**config.mk**
```make
export PLATFORM = sky130hd
export DESIGN_NAME = flash_cmd_seq
export DESIGN_NICKNAME = d
export VERILOG_FILES = /design/src/rtl/flash_cmd_seq.sv
export SDC_FILE = /design/constraint.sdc
export NUM_CORES = 1
export LEC_CHECK = 0
export CORE_MARGIN = 1
export CORE_UTILIZATION = 46
export CTS_CLUSTER_DIAMETER = 100
export DETAILED_ROUTE_END_ITERATION = 16
export PLACE_DENSITY_LB_ADDON = 0.08
export SYNTH_ARGS = -nofsm -noshare
export SYNTH_HDL_FRONTEND = slang
export SYNTH_SLANG_ARGS = --single-unit
export TNS_END_PERCENT = 30
```
**constraint.sdc**
```tcl
create_clock -name clk -period 6.1 [get_ports clk]
set_clock_uncertainty 0.05 [all_clocks]
set_input_delay 1.22 -clock clk [delete_from_list [all_inputs] [get_ports clk]]
set_output_delay 1.22 -clock clk [all_outputs]
set_load 0.02 [all_outputs]
```
**src/rtl/flash_cmd_seq.sv**
```systemverilog
module flash_cmd_seq #(
  parameter int DATA_W = 16,
  parameter int ADDR_W = 20,
  parameter logic [10:0] UNLOCK_A0 = 11'h555,
  parameter logic [10:0] UNLOCK_A1 = 11'h2AA
) (
  input  logic              clk,
  input  logic              rst_n,
  input  logic              wr_en,
  input  logic [ADDR_W-1:0] wr_addr,
  input  logic [DATA_W-1:0] wr_data,
  input  logic [DATA_W-1:0] rd_data,
  input  logic              erase_done,
  output logic [3:0]        mode,
  output logic              bypass,
  output logic              prog_req,
  output logic [ADDR_W-1:0] prog_addr,
  output logic [DATA_W-1:0] prog_data,
  output logic              chip_erase_req,
  output logic              sect_erase_req,
  output logic [ADDR_W-1:0] erase_addr
);
  localparam int SHIFT = (DATA_W == 32) ? 2 : (DATA_W == 16) ? 1 : 0;
  localparam logic [3:0] M_READ = 4'd0, M_UNLK = 4'd1, M_CMD = 4'd2,
    M_ESET = 4'd3, M_EUNLK = 4'd4, M_ECMD = 4'd5, M_PROG = 4'd6,
    M_AUTO = 4'd7, M_CFI = 4'd8, M_CFI_AS = 4'd9, M_CHIP = 4'd10,
    M_SECT = 4'd11;

  logic [ADDR_W-1:0] word_addr;
  logic [10:0]       wa;
  logic [7:0]        code;
  logic              at_a0, at_a1, at_q, busy;
  logic [3:0]        nxt_mode;
  logic              nxt_byp, nxt_prog, nxt_chip, nxt_sect;

  assign word_addr = wr_addr >> SHIFT;
  assign wa    = word_addr[10:0];
  assign code  = wr_data[7:0];
  assign at_a0 = (wa == UNLOCK_A0);
  assign at_a1 = (wa == UNLOCK_A1);
  assign at_q  = (wa == 11'h055) && (code == 8'h98);
  assign busy  = (mode == M_CHIP) || (mode == M_SECT);

  always_comb begin
    nxt_mode = mode;
    nxt_byp  = bypass;
    nxt_prog = 1'b0;
    nxt_chip = 1'b0;
    nxt_sect = 1'b0;
    if (busy) begin
      if (erase_done) nxt_mode = bypass ? M_CMD : M_READ;
    end else if (wr_en) begin
      if (code == 8'hF0 && mode != M_PROG) begin
        nxt_mode = (mode == M_CFI_AS) ? M_AUTO : M_READ;
      end else begin
        nxt_mode = M_READ;
        case (mode)
          M_READ, M_ESET: begin
            if (at_q) nxt_mode = M_CFI;
            else if (at_a0 && code == 8'hAA) nxt_mode = (mode == M_READ) ? M_UNLK : M_EUNLK;
          end
          M_UNLK:  if (at_a1 && code == 8'h55) nxt_mode = M_CMD;
          M_EUNLK: if (at_a1 && code == 8'h55) nxt_mode = M_ECMD;
          M_CMD: begin
            if (bypass || at_a0) begin
              case (code)
                8'h20: begin nxt_byp = 1'b1; nxt_mode = M_CMD; end
                8'h80: nxt_mode = M_ESET;
                8'h90: nxt_mode = M_AUTO;
                8'hA0: nxt_mode = M_PROG;
                default: nxt_mode = M_READ;
              endcase
            end
          end
          M_ECMD: begin
            if (code == 8'h10 && at_a0) begin
              nxt_mode = M_CHIP;
              nxt_chip = 1'b1;
            end else if (code == 8'h30) begin
              nxt_mode = M_SECT;
              nxt_sect = 1'b1;
            end
          end
          M_PROG: begin
            nxt_prog = 1'b1;
            nxt_mode = bypass ? M_CMD : M_READ;
          end
          M_AUTO: if (!(bypass && code == 8'h00) && at_q) nxt_mode = M_CFI_AS;
          default: nxt_mode = M_READ;
        endcase
      end
    end
    if (nxt_mode == M_READ) nxt_byp = 1'b0;
  end

  always_ff @(posedge clk or negedge rst_n) begin
    if (!rst_n) begin
      mode           <= M_READ;
      bypass         <= 1'b0;
      prog_req       <= 1'b0;
      prog_addr      <= '0;
      prog_data      <= '0;
      chip_erase_req <= 1'b0;
      sect_erase_req <= 1'b0;
      erase_addr     <= '0;
    end else begin
      mode           <= nxt_mode;
      bypass         <= nxt_byp;
      prog_req       <= nxt_prog;
      chip_erase_req <= nxt_chip;
      sect_erase_req <= nxt_sect;
      if (nxt_prog) begin
        prog_addr <= wr_addr;
        prog_data <= wr_data & rd_data;
      end
      if (nxt_chip || nxt_sect) erase_addr <= wr_addr;
    end
  end
endmodule

```
==> impl_metrics.env <==
export IMPL_run_status="complete, no violations"
export IMPL_hold_ws_ns=0.4311
export IMPL_cp_top_family="simple AND/OR/NAND/NOR gates"
export IMPL_start_util_pct=48.17
export IMPL_multiInputGateArea_mm2=0.001206
export IMPL_io_pins=120
export IMPL_crit_required_ns=6.27
export IMPL_die_area_mm2=0.006557
export IMPL_final_nets=439
export IMPL_diodes=0
export IMPL_ctsHoldBuffers=0
export IMPL_clock_fmax_mhz=251.0
export IMPL_tns_ns=0
export IMPL_min_path_type="flop to flop"
export IMPL_clock_latency_ns=0.33
export IMPL_clk_pin_slew_ns=0.07
export IMPL_worstReg2RegEnd="erase_addr[3]"
export IMPL_grt_pass1_vias=2454
export IMPL_crit_type="input port to flop"
export IMPL_wl_per_cell_um=17.02
export IMPL_hold_viol_final=0
export IMPL_setup_violations=0
export IMPL_power_share_clock_pct=28.5
export IMPL_syn_inst=263
export IMPL_power_switching_mw=0.3440
export IMPL_r2r_cells=5
export IMPL_finalWirelength_um=7862
export IMPL_slowest_stage="and2_1"
export IMPL_grt_pass1_wl_um=12410
export IMPL_critPathMaxStageDelay_ns=0.76
export IMPL_post_cts_setup_buffer_count=0
export IMPL_area_delta_synth_final_pct=49.15
export IMPL_cp_endpoint="erase_addr[3]"
export IMPL_cts_tree="done"
export IMPL_seq_area_mm2=0.001602
export IMPL_synth_seq_cells=64
export IMPL_synth_async_reset_ratio_pct=100.0
export IMPL_overflow=0
export IMPL_cts_buffers=9
export IMPL_r2r_setup_slack_ns=3.09
export IMPL_p_int_mw=0.8033
export IMPL_ys_seq_area_share_pct=55.82
export IMPL_antenna_found_initial=0
export IMPL_power_share_sequential_pct=44.5
export IMPL_core_area_mm2=0.005956
export IMPL_final_layout_size_suffix_gt1_share_pct=12.14
export IMPL_worst_pin_slew_ns=1.090
export IMPL_die_w_um=80.98
export IMPL_syn_nets=319
export IMPL_sw_frac_of_total_pct=29.98
export IMPL_routed_via_density=5.422
export IMPL_crit_path_end_kind="flop"
export IMPL_die_h_um=80.98
export IMPL_ir_drop_v=0.0002002
export IMPL_arrival_ns=4.15
export IMPL_synthesis_area_mm2=0.002869
export IMPL_grt_use_total_pct=25.81
export IMPL_cts_sinks=64
export IMPL_nFillCells=461
export IMPL_detailed_place_hpwl_um=5710
export IMPL_ys_warn_count=0
export IMPL_crit_start="wr_addr[1]"
export IMPL_io_buffers=119
export IMPL_relSlewSlack_pct=27.32
export IMPL_final_period_utilization_pct=65.31
export IMPL_power_per_cell_area_mw_per_mm2=268.1
export IMPL_crit_chain="clkdlybuf4s50_1, and4bb_2, nor4b_1, o21a_1, and2_1, mux2_2"
export IMPL_avgSynthCellArea_um2=10.91
export IMPL_rsz0062_at_grt="no"
export IMPL_maxCapViolations=0
export IMPL_cts_htree_levels=3
export IMPL_cp_max_fo=20
export IMPL_combinationalPowerShare_pct=27.0
export IMPL_cts_resized=0
export IMPL_cts_root_buffer="clkbuf_8"
export IMPL_drt_pass1_iter_count=4
export IMPL_synth_edf_count=0
export IMPL_final_util_pct=71.85
export IMPL_p_leak_nw=1.883
export IMPL_ys_flop_type="dfrtp_1"
export IMPL_path_buf_inv=1
export IMPL_drt_iter0_drc=139
export IMPL_worst_path_stages=6
export IMPL_timing_rr_start="mode[1]"
export IMPL_vias=2505
export IMPL_grt_max_degree=65
export IMPL_clock_path_buffers=2
export IMPL_postRouteAntennaNets=0
export IMPL_gp_congestion=1.047
export IMPL_synth_cell_type_count=50
export IMPL_start_kind="input port"
export IMPL_rows=28
export IMPL_fin_crit_ns=3.984
export IMPL_drc_errors=0
export IMPL_final_max_slew_violation_count=0
area by class of cell:
type                    instances  area share (%)
repair buffers                120           27.89
inverters                       3          0.2632
clock buffers                  12           3.626
multi-input cells             185           28.19
well taps                      75           2.193
clock inverters                 3          0.4094
flip-flops and latches         64           37.43
cell families after synthesis:
kind of cell    synth area share [%]
compound gates                 9.509
buf+inv                        2.137
flops                          55.82
mux                            12.17
simple gates                   20.37
layout by cell type (no fill, tap or decap), types with 2 or more instances in the layout:
cell type | netlist | layout
a21oi_1 | 2 | 2
clkbuf_8 | 0 | 11
clkdlybuf4s50_1 | 0 | 118
clkinv_2 | 0 | 2
dfrtp_1 | 64 | 64
inv_1 | 2 | 2
mux2_1 | 7 | 7
mux2_2 | 24 | 24
nand2_1 | 67 | 67
nand2b_1 | 6 | 6
nand4_1 | 4 | 4
nor2_1 | 7 | 7
nor2b_1 | 3 | 3
nor3_1 | 3 | 3
nor4_1 | 3 | 3
nor4bb_1 | 2 | 2
o2111ai_1 | 2 | 2
o21ai_0 | 18 | 18
o31a_1 | 3 | 3
o32ai_1 | 2 | 2
or3_1 | 2 | 2
or3_4 | 2 | 2
or4_1 | 2 | 2
worst register-to-register path: cells and delay by family, from the launching register on:
| family | cells | cell delay [ns] |
|---|---|---|
| and+or+nand+nor | 2 | 1.17 |
| muxes | 1 | 0.43 |
| AOI/OAI and AO/OA | 2 | 0.64 |
| DFF | 1 | 0.61 |
how the worst min path moves through the flow:
| stage | start | end | depth (start not counted) | slack, ns |
|---|---|---|---|---|
| after floorplan | prog_addr[0] | prog_addr[0] | 2 | 0.54 |
| after global placement | prog_addr[15] | prog_addr[15] | 2 | 0.41 |
| after detailed placement | prog_addr[14] | prog_addr[14] | 2 | 0.42 |
| after CTS | prog_addr[17] | prog_addr[17] | 2 | 0.44 |
| after global routing | prog_data[2] | prog_data[2] | 2 | 0.45 |
| final | prog_addr[17] | prog_addr[17] | 2 | 0.43 |
flip-flops by register name, indices dropped and copies added, names as in the netlist:
| name | flops |
|---|---|
| erase_addr | 20 |
| prog_addr | 20 |
| mode | 4 |
| prog_data | 16 |
| sect_erase_req | 1 |
| prog_req | 1 |
| chip_erase_req | 1 |
| bypass | 1 |
cells in the mapped netlist (2+ instances only):
master | n | share of area, %
a21oi_1 | 2 | 0.35
buf_4 | 2 | 0.52
clkbuf_1 | 8 | 1.0
dfrtp_1 | 64 | 56
inv_1 | 2 | 0.26
mux2_1 | 7 | 2.7
mux2_2 | 24 | 9.4
nand2_1 | 67 | 8.8
nand2b_1 | 6 | 1.3
nand4_1 | 4 | 0.87
nor2_1 | 7 | 0.92
nor2b_1 | 3 | 0.65
nor3_1 | 3 | 0.52
nor4_1 | 3 | 0.65
nor4bb_1 | 2 | 0.70
o2111ai_1 | 2 | 0.61
o21ai_0 | 18 | 3.1
o31a_1 | 3 | 0.92
o32ai_1 | 2 | 0.61
or3_1 | 2 | 0.44
or3_4 | 2 | 0.78
or4_1 | 2 | 0.52
metal layers:
layer | track usage [%] | share of wire (%) | wire, um
met1 | 32.63 | 41 | 3235
met2 | 42.77 | 48 | 3802
met3 | 5.955 | 8.2 | 644
met4 | 10.18 | 2.3 | 180
met5 | 0 | 0 | 0
per-stage QoR:
| step | instance area (um2) | setup slack (ns) | total power [mW] | std cells |
|---|---|---|---|---|
| after floorplan | 2869 | 3.136 | 0.6455 | 263 |
| after global placement | 4106 | 1.810 | 0.8196 | 447 |
| after detailed placement | 4106 | 1.817 | 0.8292 | 447 |
| after CTS | 4279 | 2.153 | 1.155 | 462 |
| after global routing | 4279 | 1.849 | 1.202 | 462 |
| final | 4279 | 2.116 | 1.147 | 462 |
power groups by stage:
stage	Clock, mW	Sequential (mW)	Combinational [mW]
5_1_grt	0.352	0.517	0.333
6_report	0.327	0.510	0.309
3_3_place_gp	0	0.514	0.306
2_1_floorplan	0	0.583	0.0624
3_5_place_dp	0	0.518	0.311
4_1_cts	0.332	0.511	0.312
(Power assumes the default switching activity.)
